==> config.mk <==
export PLATFORM = sky130hd
export DESIGN_NAME = bfly_fabric
export DESIGN_NICKNAME = d
export VERILOG_FILES = /design/src/rtl/bfly_pkg.sv /design/src/rtl/bfly_switch.sv /design/src/rtl/bfly_stage.sv /design/src/rtl/bfly_fabric.sv
export SDC_FILE = /design/constraint.sdc
export NUM_CORES = 1
export LEC_CHECK = 0
export ABC_AREA = 1
export BUFFER_PORTS_ARGS = -buffer_cell sky130_fd_sc_hd__buf_4
export CORE_MARGIN = 10
export CORE_UTILIZATION = 30
export CTS_CLUSTER_SIZE = 30
export DETAILED_ROUTE_END_ITERATION = 12
export PLACE_DENSITY = 0.5
export RECOVER_POWER = 50
export SETUP_SLACK_MARGIN = 0.02
export SLEW_MARGIN = 10
export SYNTH_ARGS = -nofsm -noshare
export SYNTH_HDL_FRONTEND = slang
export SYNTH_SLANG_ARGS = --single-unit
==> constraint.sdc <==
create_clock -name clk -period 1.55 [get_ports clk]
set_clock_uncertainty 0.05 [all_clocks]
set_input_delay 0 -clock clk [delete_from_list [all_inputs] [get_ports clk]]
set_output_delay 0 -clock clk [all_outputs]
set_load 0.02 [all_outputs]
==> src/rtl/bfly_pkg.sv <==
package bfly_pkg;
   // packet word layout: valid | tag | source | payload (LSB first)
   function automatic int pkt_w(int a, int w);
      return 1 + 2 * a + w;
   endfunction
   function automatic int tag_lsb();
      return 1;
   endfunction
   function automatic int src_lsb(int a);
      return 1 + a;
   endfunction
   function automatic int dat_lsb(int a);
      return 1 + 2 * a;
   endfunction
endpackage

==> src/rtl/bfly_switch.sv <==
module bfly_switch
   import bfly_pkg::*;
#(
   parameter int ADDR_W = 3,
   parameter int DATA_W = 8,
   parameter int STAGE  = 0
) (
   input  logic [pkt_w(ADDR_W, DATA_W)-1:0] lo_i,
   input  logic [pkt_w(ADDR_W, DATA_W)-1:0] hi_i,
   output logic [pkt_w(ADDR_W, DATA_W)-1:0] lo_o,
   output logic [pkt_w(ADDR_W, DATA_W)-1:0] hi_o,
   output logic                             clash_o,
   output logic [ADDR_W-1:0]                loser_o
);
   localparam int TB = tag_lsb() + STAGE;
   localparam int SB = src_lsb(ADDR_W);

   logic va, vb, ta, tb, b_live;

   always_comb begin
      va      = lo_i[0];
      vb      = hi_i[0];
      ta      = lo_i[TB];
      tb      = hi_i[TB];
      // upper packet wants the lower row when it crosses, lower packet when straight
      clash_o = va & vb & (ta ^ tb);
      b_live  = vb & ~clash_o;
      loser_o = hi_i[SB +: ADDR_W];
      lo_o    = '0;
      hi_o    = '0;
      if (va & ~ta)          lo_o = lo_i;
      else if (b_live & tb)  lo_o = hi_i;
      if (va & ta)           hi_o = lo_i;
      else if (b_live & ~tb) hi_o = hi_i;
   end
endmodule

==> src/rtl/bfly_stage.sv <==
module bfly_stage
   import bfly_pkg::*;
#(
   parameter int ADDR_W     = 3,
   parameter int DATA_W     = 8,
   parameter int STAGE      = 0,
   parameter bit REG_STAGES = 1'b1
) (
   input  logic                                    clk,
   input  logic                                    rst_n,
   input  logic [(2**ADDR_W)*pkt_w(ADDR_W,DATA_W)-1:0] pkt_i,
   input  logic [(2**ADDR_W)-1:0]                  blk_i,
   input  logic [ADDR_W-1:0]                       cfl_i,
   output logic [(2**ADDR_W)*pkt_w(ADDR_W,DATA_W)-1:0] pkt_o,
   output logic [(2**ADDR_W)-1:0]                  blk_o,
   output logic [ADDR_W-1:0]                       cfl_o
);
   localparam int N    = 2 ** ADDR_W;
   localparam int PW   = pkt_w(ADDR_W, DATA_W);
   localparam int HALF = N / 2;
   localparam int LOWM = (1 << STAGE) - 1;

   logic [N*PW-1:0]    pkt_n;
   logic [N-1:0]       blk_n;
   logic [ADDR_W-1:0]  cfl_n;
   logic [HALF-1:0]    clash;
   logic [ADDR_W-1:0]  loser [HALF];

   for (genvar k = 0; k < HALF; k++) begin : g_sw
      // lower row of pair k: bit STAGE forced to 0, other bits taken from k
      localparam int LO = ((k >> STAGE) << (STAGE + 1)) | (k & LOWM);
      localparam int HI = LO | (1 << STAGE);
      bfly_switch #(.ADDR_W(ADDR_W), .DATA_W(DATA_W), .STAGE(STAGE)) u_sw (
         .lo_i    (pkt_i[LO*PW +: PW]),
         .hi_i    (pkt_i[HI*PW +: PW]),
         .lo_o    (pkt_n[LO*PW +: PW]),
         .hi_o    (pkt_n[HI*PW +: PW]),
         .clash_o (clash[k]),
         .loser_o (loser[k])
      );
   end

   always_comb begin
      blk_n = blk_i;
      for (int k = 0; k < HALF; k++)
         if (clash[k]) blk_n[loser[k]] = 1'b1;
      cfl_n        = cfl_i;
      cfl_n[STAGE] = |clash;
   end

   if (REG_STAGES) begin : g_reg
      always_ff @(posedge clk) begin
         if (!rst_n) begin
            pkt_o <= '0;
            blk_o <= '0;
            cfl_o <= '0;
         end else begin
            pkt_o <= pkt_n;
            blk_o <= blk_n;
            cfl_o <= cfl_n;
         end
      end
   end else begin : g_comb
      assign pkt_o = pkt_n;
      assign blk_o = blk_n;
      assign cfl_o = cfl_n;
   end
endmodule

==> src/rtl/bfly_fabric.sv <==
module bfly_fabric
   import bfly_pkg::*;
#(
   parameter int ADDR_W     = 3,
   parameter int DATA_W     = 8,
   parameter bit REG_STAGES = 1'b1
) (
   input  logic                         clk,
   input  logic                         rst_n,
   input  logic [(2**ADDR_W)-1:0]        in_valid,
   input  logic [(2**ADDR_W)*ADDR_W-1:0] in_dest,
   input  logic [(2**ADDR_W)*DATA_W-1:0] in_data,
   output logic [(2**ADDR_W)-1:0]        out_valid,
   output logic [(2**ADDR_W)*DATA_W-1:0] out_data,
   output logic [(2**ADDR_W)*ADDR_W-1:0] out_src,
   output logic [(2**ADDR_W)-1:0]        out_blocked,
   output logic [ADDR_W-1:0]            out_conflict
);
   localparam int N  = 2 ** ADDR_W;
   localparam int PW = pkt_w(ADDR_W, DATA_W);
   localparam int SB = src_lsb(ADDR_W);
   localparam int DB = dat_lsb(ADDR_W);

   if (ADDR_W < 1 || ADDR_W > 8) begin : g_bad_addr
      $error("bfly_fabric: ADDR_W must lie in 1..8");
   end
   if (DATA_W < 1) begin : g_bad_data
      $error("bfly_fabric: DATA_W must be positive");
   end

   logic [N*PW-1:0]   pk [ADDR_W+1];
   logic [N-1:0]      bl [ADDR_W+1];
   logic [ADDR_W-1:0] cf [ADDR_W+1];

   for (genvar r = 0; r < N; r++) begin : g_inj
      localparam logic [ADDR_W-1:0] RID = ADDR_W'(r);
      assign pk[0][r*PW +: PW] = in_valid[r] ?
         {in_data[r*DATA_W +: DATA_W], RID, in_dest[r*ADDR_W +: ADDR_W] ^ RID, 1'b1} : '0;
   end
   assign bl[0] = '0;
   assign cf[0] = '0;

   for (genvar s = 0; s < ADDR_W; s++) begin : g_stg
      bfly_stage #(.ADDR_W(ADDR_W), .DATA_W(DATA_W), .STAGE(s), .REG_STAGES(REG_STAGES)) u_stg (
         .clk   (clk),
         .rst_n (rst_n),
         .pkt_i (pk[s]),
         .blk_i (bl[s]),
         .cfl_i (cf[s]),
         .pkt_o (pk[s+1]),
         .blk_o (bl[s+1]),
         .cfl_o (cf[s+1])
      );
   end

   for (genvar r = 0; r < N; r++) begin : g_out
      assign out_valid[r]                 = pk[ADDR_W][r*PW];
      assign out_src[r*ADDR_W +: ADDR_W]  = pk[ADDR_W][r*PW + SB +: ADDR_W];
      assign out_data[r*DATA_W +: DATA_W] = pk[ADDR_W][r*PW + DB +: DATA_W];
   end
   assign out_blocked  = bl[ADDR_W];
   assign out_conflict = cf[ADDR_W];
endmodule

# --- Yosys cells after proc, flatten, opt, wreduce, memory -nomap -nowiden ---
# Cells that the tools add are included.
word_totals:
  output_inout_bits: 107
  word_cells: 290
  reg_bits: 390
op_classes:
  n_mux: 92
  n_bitwise: 150
  reduce_logical: 15
  order_cmp: 24
ops:
  columns: ["cell", "n"]
  rows:
  - ["two-way mux 15 bit", 56]
  - ["two-way mux 8 bit", 12]
  - ["OR 8 bit", 11]
  - ["AND 1 bit", 84]
  - ["< comparator 3 x 4 -> 1 bit (second input constant)", 12]
  - ["inverter 1 bit", 39]
  - ["demux 1 bit (select 3 bit)", 12]
  - [">= comparator 3 x 1 -> 1 bit (second input constant)", 12]
  - ["logical AND 1 bit", 12]
  - ["two-way mux 1 bit", 12]
  - ["OR reduction 4 bit", 3]
  - ["XOR 1 bit", 12]
  - ["inverter 2 bit", 3]
  - ["inverter 3 bit", 1]

# --- Depth between registers and ports, before layout ---
# Gate-level depths: netlist of the first run.
depth:
  depth_word: 13
  ltp_mapped: 9
  mapped_depth_nobuf: 8

# --- Hierarchy ---
# From an unflattened synthesis of the first run, not the netlist that was laid out.
unflattened:
  cells_unflattened: 2927
  hier_area_um2: 19617.6
modules_own_cells:
  columns: ["mod", "seq_area_each_um2", "cells_each", "area_per_inst_um2", "n_inst"]
  rows:
  - ["bfly_stage (g_stg[0].u_stg ...)", 2622.5, 501, 4085.2, 2]
  - ["bfly_switch", 0.0, 104, 548.0, 12]
  - ["bfly_stage (g_stg[2].u_stg)", 2622.5, 497, 4105.2, 1]
  - ["bfly_fabric", 0.0, 180, 765.7, 1]

# --- Worst setup path after synthesis of the first run ---
# Ideal clock, no wire load.
synth_path:
  path_type: "reg2reg"
  from: "register g_stg[1].u_stg.pkt_o[93]"
  to: "register g_stg[2].u_stg.pkt_o[30]"
  path_buffers: 0
  required_ns: 1.384
  slack_ns: 0.332
  arrival_time_ns: 1.052
  path_stages_with_launch: 9
  path_cell_list: "dfxtp_1 -> nand2_1 -> inv_1 -> nor2_1 -> nand2_2 -> nand3_1 -> inv_2 -> o21ai_0 -> inv_1"
synth_between:
  elab_chain_cells: 7
synth_lines:
  columns: ["element", "line", "text"]
  rows:
  - ["from (decl)", "bfly_stage.sv:14", "output logic [(2**ADDR_W)*pkt_w(ADDR_W,DATA_W)-1:0] pkt_o,"]
  - ["from (signal assigned)", "bfly_stage.sv:58", "pkt_o <= pkt_n;"]
  - ["XOR 1 bit", "bfly_switch.sv:26", "clash_o = va & vb & (ta ^ tb);"]
  - ["AND 1 bit", "bfly_switch.sv:26", null]
  - ["inverter 1 bit", "bfly_switch.sv:27", "b_live = vb & ~clash_o;"]
  - ["AND 1 bit", "bfly_switch.sv:27", null]
  - ["AND 1 bit *", "bfly_switch.sv:32", "else if (b_live & tb) lo_o = hi_i;"]
  - ["two-way mux 15 bit *", "bfly_switch.sv:32", null]
  - ["two-way mux 15 bit *", "bfly_switch.sv:31", "if (va & ~ta) lo_o = lo_i;"]
  - ["to (signal assigned)", "bfly_stage.sv:58", null]
  - ["to (decl)", "bfly_stage.sv:14", null]
# Every way passes the cells marked *; elsewhere a longest branch is shown, timed or not.
# A chain may end at the register's enable or synchronous reset.

# --- Worst setup path after layout of the first run ---
layout_path:
  from: "input port in_valid[4]"
  to: "register g_stg[0].u_stg.pkt_o[63]"
layout_between:
  elab_chain_cells: 8
  elab_cells_between_ends: 11
  cone_classes: "mux (3); bitwise (8)"
layout_lines:
  columns: ["element", "line", "text"]
  rows:
  - ["from (decl)", "bfly_fabric.sv:10", "input logic [(2**ADDR_W)-1:0] in_valid,"]
  - ["two-way mux 15 bit *", "bfly_fabric.sv:37", "assign pk[0][r*PW +: PW] = in_valid[r] ?"]
  - ["AND 1 bit / XOR 1 bit (equally long branches)", "bfly_switch.sv:26", null]
  - ["AND 1 bit", "bfly_switch.sv:26", null]
  - ["inverter 1 bit", "bfly_switch.sv:27", null]
  - ["AND 1 bit", "bfly_switch.sv:27", null]
  - ["AND 1 bit", "bfly_switch.sv:32", null]
  - ["two-way mux 15 bit", "bfly_switch.sv:32", null]
  - ["two-way mux 15 bit *", "bfly_switch.sv:31", null]
  - ["to (signal assigned)", "bfly_stage.sv:58", null]
  - ["to (decl)", "bfly_stage.sv:14", null]
# Marks and branches as above.

==> flow_metrics.env, run 1 <==
export IMPL_critPathMaxStageDelay_ns=0.60
export IMPL_syn_inst=1251
export IMPL_nFillCells=3459
export IMPL_rsz0062_at_grt="true"
export IMPL_area_growth_pct=47.0
export IMPL_antenna_cells=0
export IMPL_status="finished, violations left"
export IMPL_cts_sinks=314
export IMPL_crit_required_ns=1.94
export IMPL_grt_remaining_overflow=0
export IMPL_grt_pass1_vias=10100
export IMPL_fin_cells=2131
export IMPL_nets=1747
export IMPL_wirelength_mm=38.8
export IMPL_firstDrtPassIters=5
export IMPL_hold_path_class="input pin to register"
export IMPL_drc=0
export IMPL_drive_gt1_frac=0.208
export IMPL_dp_hpwl_mm=29.6
export IMPL_start_util=0.303
export IMPL_period_needed_ns=1.56
export IMPL_synth_xor_area_frac=0
export IMPL_slew_violations=0
export IMPL_finalHoldViolations=1
export IMPL_startpoint_type="input pin"
export IMPL_placementRows=69
export IMPL_cts_htree_levels=2
export IMPL_grt_pass1_wl_mm=58.7
export IMPL_cp_max_fo=9
export IMPL_dieWidth_um=210
export IMPL_seq_power_share=0.474
export IMPL_setup_viol=2
export IMPL_worstPathArrival_ns=1.95
export IMPL_cap_violations=0
export IMPL_synthMuxAreaShare=0
export IMPL_holdWs_ns=-0.00700
export IMPL_drt_iter0_markers=607
export IMPL_core_sq_um=35600
export IMPL_syn_avg_cell_area_sq_um=8.63
export IMPL_critPathTopFamily="buffers and inverters"
export IMPL_clk_pin_slew_ns=0.06
export IMPL_worst_setup_path_end_kind="register"
export IMPL_period_share=1.01
export IMPL_ant_nets=0
export IMPL_cell_internal_pwr_w=0.0137
export IMPL_numCtsBuffers=34
export IMPL_viasPerCell=4.72
export IMPL_postPlaceCellArea_sq_um=12900
export IMPL_path_cells="dlygate4sd3_1 > buf_4 > nand2_2 > nand4_2 > o32ai_1 > dlygate4sd3_1"
export IMPL_grt_max_degree=77
export IMPL_ys_ff_latch=314
export IMPL_cp_slowest_cell="dlygate4sd3_1"
export IMPL_p_per_area_nw_per_um2=1110
export IMPL_synth_top_family_by_area="simple AND/OR/NAND/NOR gates"
export IMPL_die_y_um=210
export IMPL_power_leakage_nw=7.09
export IMPL_dieArea_sq_um=44000
export IMPL_power_frac_comb=0.076
export IMPL_max_freq_ghz=0.642
export IMPL_stdcell_area_sq_um=15900
export IMPL_vias=10100
export IMPL_crit_path_frequent_cell="dlygate4sd3_1"
export IMPL_switchingPower_w=0.00401
export IMPL_antenna_found_initial=0
export IMPL_synth_cell_type_count=35
export IMPL_pin_count=205
export IMPL_worst_setup_path_type="input pin to register"
export IMPL_place_congestion=0.910
export IMPL_io_buffer_count=204
export IMPL_netlist_area_sq_um=10800
export IMPL_insertion_delay_ns=0.51
export IMPL_violations="hold timing, setup timing"
export IMPL_cts_buffer_depth=3
export IMPL_syn_nets=1349
export IMPL_avgRoutedWirePerCell_um=18.2
export IMPL_grt_usage=0.168
export IMPL_root_buffer="clkbuf_16"
export IMPL_fin_ws_ns=-0.00847
export IMPL_ir_drop_mv=0.669
export IMPL_synthSimpleGateAreaFrac=0.168
export IMPL_power_frac_clock=0.450
export IMPL_p_sw_frac=0.227
export IMPL_cp_num_buf_inv=3
export IMPL_ys_seq_area_frac=0.582
export IMPL_cts_tree="yes"
export IMPL_synth_compound_area_frac=0.145
export IMPL_synthAdderAreaFrac=0
export IMPL_post_place_cells=1894
export IMPL_yosysWarnings=0
## state kept, by name (all words and copies together) (netlist names)
register           flops
g_stg.u_stg.pkt_o    288
g_stg.u_stg.blk_o     20
g_stg.u_stg.cfl_o      6
## logic make-up after synthesis
logic type	count (synthesis)
other	1
buffers and inverters	276
and+or+nand+nor	415
DFF	314
AOI/OAI and AO/OA	245
## synthesized netlist by cell type
cell type	instances	area (sq um)
nand2_4	2	22.5
clkbuf_1	13	48.8
nor3_1	1	5.00
o21ai_2	12	105
nand3_1	101	505
nand4_1	16	100
nand3b_1	1	7.51
a21oi_1	34	170
or2_4	1	8.76
nand4_2	2	25.0
buf_1	2	7.51
o21ai_0	37	185
o21a_1	1	7.51
o21ai_1	5	25.0
nor2_2	2	12.5
a31oi_1	1	6.26
nand3_2	1	10.0
clkinv_1	6	22.5
nand2_1	225	845
nor3b_1	1	7.51
o31ai_1	1	7.51
o32ai_1	36	315
or2_1	1	6.26
conb_1	1	3.75
nor2_4	2	22.5
inv_1	208	781
dfxtp_1	314	6290
nand2_2	5	31.3
o22ai_1	114	713
o21bai_1	3	22.5
o211ai_1	1	7.51
buf_4	14	105
inv_2	2	7.51
buf_2	31	155
nor2_1	54	203
## final cells by class
type                    instances  area [sq um]  share of cell area
clock buffers                  46           977              0.0616
multi-input cells             661          3460               0.218
clock inverters                11           119             0.00749
flip-flops and latches        314          6290               0.396
repair buffers                422          3640               0.229
well taps                     461           577              0.0363
inverters                     216           813              0.0512
## worst min-delay path: stages
cell and delay (ns):
buf_4 0.10, a21oi_1 0.07, nand2_2 0.20, o22ai_1 0.12
## routing by layer
layer	routed length [um]	track usage	up-vias	part of all wire
met5	0	0	-	0
met4	823	0.0481	0	0.021
met3	2250	0.0312	58	0.058
met2	17900	0.274	382	0.46
met1	17900	0.222	4727	0.46
li1	-	-	4897	-
## cell usage in the layout (no fill, tap or decap), types with 2 or more instances in the layout
master         count
clkbuf_16         35
clkinv_2           5
o21ai_0           33
nor2_4             3
or2_4              2
nor2_1            51
o21bai_1           3
nand2_1          223
nand3_2            2
clkbuf_1           5
bufinv_16          2
buf_12             3
inv_1            207
nand4_2            2
buf_4            246
o21ai_2           14
o22ai_1          107
nand4_1           16
nor2_2             4
inv_6              2
clkinv_1           6
o21ai_1            7
o32ai_1           36
dlygate4sd3_1    173
nand2_2            7
nand3_1          100
dfxtp_1          313
inv_2              2
nand2_4            2
clkbuf_8           6
o22ai_2            7
a21oi_1           34
## timing repair
action | CTS | global route
setup endpoints to repair | 8 | 70
gates cloned | 0 | 0
hold buffers | 171 | 4
hold endpoints to repair | 114 | 3
pin swaps | 1 | 3
gates resized for setup | 1 | 22
buffers inserted | 1 | 6
## through the flow
step           setup WS [ns]  utilization  hold WS, ns  total power, W  TNS (ns)
6_report            -0.00847        0.446     -0.00700          0.0177   -0.0147
3_5_place_dp         -0.0187        0.363        0.171         0.00953   -0.0187
4_1_cts               0.0314        0.442     0.000985          0.0178         0
5_1_grt              -0.0347        0.446       0.0221          0.0183   -0.0806
3_3_place_gp         -0.0166        0.363        0.179         0.00953   -0.0166
2_1_floorplan          0.332            -       0.0580         0.00901         0
## power groups by stage
stage | registers (W) | clock network, W | logic, W
global placement | 0.00856 | 0 | 0.000965
floorplan | 0.00852 | 0 | 0.000496
CTS | 0.00838 | 0.00812 | 0.00129
global route | 0.00840 | 0.00842 | 0.00145
detailed placement | 0.00856 | 0 | 0.000971
finish | 0.00839 | 0.00795 | 0.00134
## worst paths after layout
| check | startpoint | end | slack, ns | cells past startpoint |
|---|---|---|---|---|
| setup / recovery | in_valid[4] | g_stg[0].u_stg.pkt_o[63]$_SDFF_PN0_ | -0.008 | 6 |
| setup reg to reg | g_stg[0].u_stg.pkt_o[92]$_SDFF_PN0_ | g_stg[1].u_stg.pkt_o[101]$_SDFF_PN0_ | 0.09 | 6 |
| hold / removal | in_dest[12] | g_stg[0].u_stg.pkt_o[83]$_SDFF_PN0_ | -0.007 | 4 |
| hold reg to reg | g_stg[0].u_stg.blk_o[5]$_SDFF_PN0_ | g_stg[1].u_stg.blk_o[5]$_SDFF_PN0_ | 0.36 | 2 |
No activity file was read; power rests on OpenSTA's default activity.
==> run 2, diff against run 1 <==
- PLACE_DENSITY: 0.5 -> 0.51
==> run 2 against run 1 <==
  * The flow still finishes with violations (hold timing, setup timing)
  * Sequential share of layout area rose by 0.85 points
  * Non-clock buffer count grew 7
  * Count of clock-buffer cells in the layout increased by 2
  * Worst hold slack worse by 0.0019 ns
  * Sequential power about the same
  * Setup slack worse by 0.032 ns
  * Via count shrank 0.42%
==> flow_metrics.env, run 2 (same netlist as run 1, synthesis figures left out) <==
export IMPL_avgRoutedWirePerCell_um=18.6
export IMPL_final_common_cell="dfxtp_1"
export IMPL_hold_depth=4
export IMPL_holdWs_ns=-0.00885
export IMPL_setup_viol=1
export IMPL_wirelength_mm=39.7
export IMPL_p_sw_frac=0.225
export IMPL_seq_power_share=0.471
export IMPL_power_frac_comb=0.076
export IMPL_period_share=1.03
export IMPL_nFillCells=3569
export IMPL_reg_top3="g_stg.u_stg.pkt_o: 288 flops, g_stg.u_stg.blk_o: 20 flops, g_stg.u_stg.cfl_o: 6 flops"
export IMPL_post_place_ws_ns=0.0102
export IMPL_switchingPower_w=0.00400
export IMPL_startpoint_type="input pin"
export IMPL_worst_setup_path_end_kind="register"
export IMPL_power_leakage_nw=6.65
export IMPL_vias=10000
export IMPL_io_buffer_count=204
export IMPL_max_freq_ghz=0.629
export IMPL_numCtsBuffers=35
export IMPL_largest_reg_flops=288
export IMPL_antenna_cells=0
export IMPL_cp_max_fo=3
export IMPL_dp_hpwl_mm=29.7
export IMPL_violations="hold timing, setup timing"
export IMPL_design_power_total_w=0.0178
export IMPL_grt_pass1_wl_mm=59.6
export IMPL_grt_pass1_vias=10100
export IMPL_grt_remaining_overflow=0
export IMPL_slew_violations=0
export IMPL_finalHoldViolations=3
export IMPL_cts_sinks=314
export IMPL_cap_violations=0
export IMPL_core_sq_um=35600
export IMPL_cts_tree="yes"
export IMPL_clk_pin_slew_ns=0.06
export IMPL_dieArea_sq_um=44000
export IMPL_seq_area_sq_um=6290
export IMPL_hold_path_class="input pin to register"
export IMPL_worst_setup_path_type="input pin to register"
export IMPL_antenna_found_initial=0
export IMPL_p_per_area_nw_per_um2=1150
export IMPL_firstDrtPassIters=8
export IMPL_crit_required_ns=1.94
export IMPL_grt_max_degree=42
export IMPL_rsz0062_at_grt="true"
export IMPL_insertion_delay_ns=0.51
export IMPL_area_growth_pct=43.9
export IMPL_die_y_um=210
export IMPL_drt_iter0_markers=641
export IMPL_ant_nets=0
export IMPL_grt_usage=0.172
export IMPL_placementRows=69
export IMPL_viasPerCell=4.68
export IMPL_final_core_util=0.437
export IMPL_max_flop_register="g_stg.u_stg.pkt_o"
export IMPL_worst_pin_slew_ns=0.675
export IMPL_cts_buffer_depth=3
export IMPL_cell_internal_pwr_w=0.0138
export IMPL_drive_gt1_frac=0.134
export IMPL_cts_htree_levels=2
export IMPL_period_needed_ns=1.59
export IMPL_dieWidth_um=210
export IMPL_layout_common_cells="313 x dfxtp_1, 224 x nand2_1, 207 x inv_1"
export IMPL_pin_count=205
export IMPL_status="finished, violations left"
export IMPL_drc=0
export IMPL_multi_input_area_sq_um=3470
export IMPL_relSlewSlack=0.550
export IMPL_root_buffer="clkbuf_16"
export IMPL_worstPathArrival_ns=1.98
export IMPL_nets=1757
export IMPL_start_util=0.303
export IMPL_power_frac_clock=0.453
export IMPL_ir_drop_mv=0.676
export IMPL_r2r_cells=7
export IMPL_fin_ws_ns=-0.0403
export IMPL_place_congestion=0.913
## run 2: worst paths after layout
path	start	endpoint	slack (ns)
hold reg to reg	g_stg[1].u_stg.blk_o[0]$_SDFF_PN0_	g_stg[2].u_stg.blk_o[0]$_SDFF_PN0_	0.36
hold / removal	in_dest[0]	g_stg[0].u_stg.pkt_o[7]$_SDFF_PN0_	-0.009
setup reg to reg	g_stg[0].u_stg.pkt_o[32]$_SDFF_PN0_	g_stg[1].u_stg.pkt_o[42]$_SDFF_PN0_	0.06
setup / recovery	in_dest[15]	g_stg[0].u_stg.cfl_o[0]$_SDFF_PN0_	-0.04
## run 2: area by class of cell
type                    count  share of cell area
clock buffers              48              0.0655
clock inverters            11             0.00701
inverters                 216              0.0522
multi-input cells         663               0.223
flip-flops and latches    314               0.405
well taps                 461              0.0371
repair buffers            429               0.210
## run 2: per-layer routing
metal	up-vias	routed length, um	global-route usage
met2	390	18100	0.275
met1	4649	18400	0.232
li1	4924	-	-
met5	-	0	0
met4	0	872	0.0484
met3	59	2340	0.0330
## run 2: worst max-delay path, stage by stage
cell,delay [ns]
dlygate4sd3_1,0.54
clkbuf_1,0.19
inv_1,0.13
nand2_1,0.08
dlygate4sd3_1,0.55
nand4_1,0.22
nand2_1,0.14
nor2_1,0.05
nor2_1,0.07
## run 2: per-stage QoR
| step | setup TNS [ns] | instances | area (sq um) |
|---|---|---|---|
| 2_1_floorplan | 0 | 1251 | 10800 |
| 3_3_place_gp | -0.0107 | 1893 | 12900 |
| 3_5_place_dp | 0 | 1893 | 12900 |
| 4_1_cts | 0 | 2135 | 15900 |
| 5_1_grt | -1.21 | 2142 | 15500 |
| 6_report | -0.0403 | 2142 | 15500 |
## run 2: what timing repair did
| action | CTS | global route |
|---|---|---|
| buffers inserted | 1 | 4 |
| gates resized for setup | 2 | 31 |
| gates cloned | 0 | 2 |
| setup endpoints to repair | 3 | 72 |
| endpoints found under the hold margin | 146 | 3 |
| hold buffers | 182 | 2 |
| pin swaps | 1 | 4 |
## run 2: power groups by stage
stage          Combinational [W]  Sequential, W  Clock [W]
6_report                 0.00136        0.00839    0.00808
5_1_grt                  0.00146        0.00840    0.00852
4_1_cts                  0.00133        0.00839    0.00826
3_5_place_dp            0.000977        0.00856          0
3_3_place_gp            0.000978        0.00856          0
2_1_floorplan           0.000496        0.00852          0
==> run 3, diff against run 2 <==
--- a/config.mk
+++ b/config.mk
@@ -12,5 +12,5 @@
 export CTS_CLUSTER_SIZE = 30
 export DETAILED_ROUTE_END_ITERATION = 12
-export PLACE_DENSITY = 0.51
+export PLACE_DENSITY = 0.5
 export RECOVER_POWER = 50
 export SETUP_SLACK_MARGIN = 0.02
==> constraint.sdc (replaced) <==
create_clock -name clk -period 1.55 [get_ports clk]
set_clock_uncertainty 0.05 [all_clocks]
set_input_delay 0.31 -clock clk [delete_from_list [all_inputs] [get_ports clk]]
set_output_delay 0.31 -clock clk [all_outputs]
set_load 0.02 [all_outputs]
==> run 3 against run 2 <==
  * The flow now finishes without violations
  * Register-to-register slack about the same
  * Critical path depth shrank 5
  * Non-clock buffer count shrank 156
  * Global-route usage fell by 1.2 points
  * First-iteration DRC count increased by 8.7%
  * Sequential power barely moved
  * Setup slack improved by 0.10 ns
  * Worst hold slack better by 0.028 ns
  * Sequential cell count stayed put
  * Design area is 9.2% lower
  * Critical path type is now register to register
  * Highest routed layer unchanged
==> flow_metrics.env, run 3 (same netlist as run 1, synthesis figures left out) <==
export IMPL_drc=0
export IMPL_antenna_found_initial=0
export IMPL_p_per_area_nw_per_um2=1220
export IMPL_grt_usage=0.160
export IMPL_pin_count=205
export IMPL_grt_max_degree=28
export IMPL_vias=9256
export IMPL_firstDrtPassIters=5
export IMPL_cp_max_fo=8
export IMPL_drive_gt1_frac=0.195
export IMPL_grt_pass1_wl_mm=54.9
export IMPL_worst_setup_path_end_kind="register"
export IMPL_worst_setup_path_type="register to register"
export IMPL_viasPerCell=4.67
export IMPL_area_growth_pct=30.7
export IMPL_nFillCells=3683
export IMPL_max_flop_register="g_stg.u_stg.pkt_o"
export IMPL_status="finished clean"
export IMPL_crit_required_ns=1.86
export IMPL_drt_iter0_markers=697
export IMPL_grt_pass1_vias=9236
export IMPL_cts_buffer_depth=3
export IMPL_cts_tree="yes"
export IMPL_period_needed_ns=1.49
export IMPL_power_frac_clock=0.453
export IMPL_place_congestion=0.894
export IMPL_dieWidth_um=210
export IMPL_reg_top3="g_stg.u_stg.pkt_o: 288 flops, g_stg.u_stg.blk_o: 20 flops, g_stg.u_stg.cfl_o: 6 flops"
export IMPL_largest_reg_flops=288
export IMPL_cts_sinks=314
export IMPL_seq_power_share=0.489
export IMPL_cts_htree_levels=2
export IMPL_slew_violations=0
export IMPL_ir_drop_mv=0.574
export IMPL_cell_internal_pwr_w=0.0133
export IMPL_power_frac_comb=0.059
export IMPL_core_sq_um=35600
export IMPL_avgRoutedWirePerCell_um=18.6
export IMPL_worstPathArrival_ns=1.80
export IMPL_grt_remaining_overflow=0
export IMPL_worst_pin_slew_ns=0.573
export IMPL_relSlewSlack=0.618
export IMPL_period_share=0.962
export IMPL_fin_cells=1983
export IMPL_numCtsBuffers=34
export IMPL_insertion_delay_ns=0.51
export IMPL_final_core_util=0.397
export IMPL_root_buffer="clkbuf_16"
export IMPL_p_sw_frac=0.229
export IMPL_post_place_cells=1913
export IMPL_switchingPower_w=0.00393
export IMPL_startpoint_type="register"
export IMPL_cap_violations=0
export IMPL_io_buffer_count=204
export IMPL_die_y_um=210
export IMPL_placementRows=69
export IMPL_ant_nets=0
export IMPL_cts_setup_buffers=0
export IMPL_rsz0062_at_grt="true"
export IMPL_start_util=0.303
export IMPL_layout_common_cells="313 x dfxtp_1, 225 x nand2_1, 209 x inv_1"
export IMPL_power_leakage_nw=6.16
export IMPL_antenna_cells=0
export IMPL_dp_hpwl_mm=30.0
export IMPL_hold_path_class="input pin to register"
export IMPL_setup_viol=0
export IMPL_clk_pin_slew_ns=0.06
export IMPL_max_freq_ghz=0.671
export IMPL_final_common_cell="dfxtp_1"
export IMPL_dieArea_sq_um=44000
export IMPL_wirelength_mm=37.0
export IMPL_nets=1598
export IMPL_finalHoldViolations=0
[run 3: timing repair]
action / CTS / global route
endpoints found under the hold margin: 9 / 0
hold buffers: 12 / 0
endpoints found under the setup margin: 10 / 18
gates resized for setup: 2 / 16
[run 3: routing by layer]
metal	up-vias	global-route usage	part of all wire
met2	324	0.252	0.45
met3	45	0.0330	0.064
met1	4276	0.218	0.47
li1	4611	-	-
met4	0	0.0417	0.017
met5	-	0	0
[run 3: critical path, cell delays in order, from the launching register on]
cell and delay [ns]:
dfxtp_1 0.38, nand3b_1 0.22, nor2_1 0.13, inv_1 0.17, o22ai_1 0.39
[run 3: metrics by stage]
| step | setup slack [ns] | cell area (sq um) | setup TNS [ns] | power (W) | hold slack [ns] |
|---|---|---|---|---|---|
| after floorplan | 0.332 | 10800 | 0 | 0.00901 | 0.336 |
| after global placement | -0.140 | 13100 | -0.816 | 0.00956 | 0.337 |
| after detailed placement | -0.185 | 13100 | -1.12 | 0.00957 | 0.348 |
| after CTS | 0.0137 | 14300 | 0 | 0.0174 | 0.0121 |
| after global routing | 0.00566 | 14100 | 0 | 0.0178 | 0.0240 |
| final | 0.0593 | 14100 | 0 | 0.0172 | 0.0189 |
[run 3: layout make-up]
type,count,area (sq um),share of cell area
Sequential cell,314,6290,0.446
Multi-Input combinational cell,661,3410,0.242
Timing Repair Buffer,273,1920,0.136
Clock buffer,43,966,0.0685
Inverter,216,813,0.0577
Tap cell,461,577,0.0409
Clock inverter,15,131,0.00932
[run 3: final timing paths]
path                                                      startpoint                              endpoint  slack, ns  cells after the start
worst max-delay path            g_stg[0].u_stg.pkt_o[107]$_SDFF_PN0_  g_stg[1].u_stg.pkt_o[116]$_SDFF_PN0_       0.06                      4
worst min-delay path                                     in_data[59]  g_stg[0].u_stg.pkt_o[100]$_SDFF_PN0_       0.02                      3
worst max register to register  g_stg[0].u_stg.pkt_o[107]$_SDFF_PN0_  g_stg[1].u_stg.pkt_o[116]$_SDFF_PN0_       0.06                      4
worst min register to register    g_stg[1].u_stg.blk_o[0]$_SDFF_PN0_    g_stg[2].u_stg.blk_o[0]$_SDFF_PN0_       0.35                      2
[run 3: power groups by stage]
stage / Clock (W) / Sequential (W) / Combinational (W)
after floorplan: 0 / 0.00852 / 0.000496
after global placement: 0 / 0.00857 / 0.000994
after detailed placement: 0 / 0.00857 / 0.000998
after CTS: 0.00797 / 0.00839 / 0.00103
after global routing: 0.00835 / 0.00840 / 0.00110
final: 0.00778 / 0.00839 / 0.00101
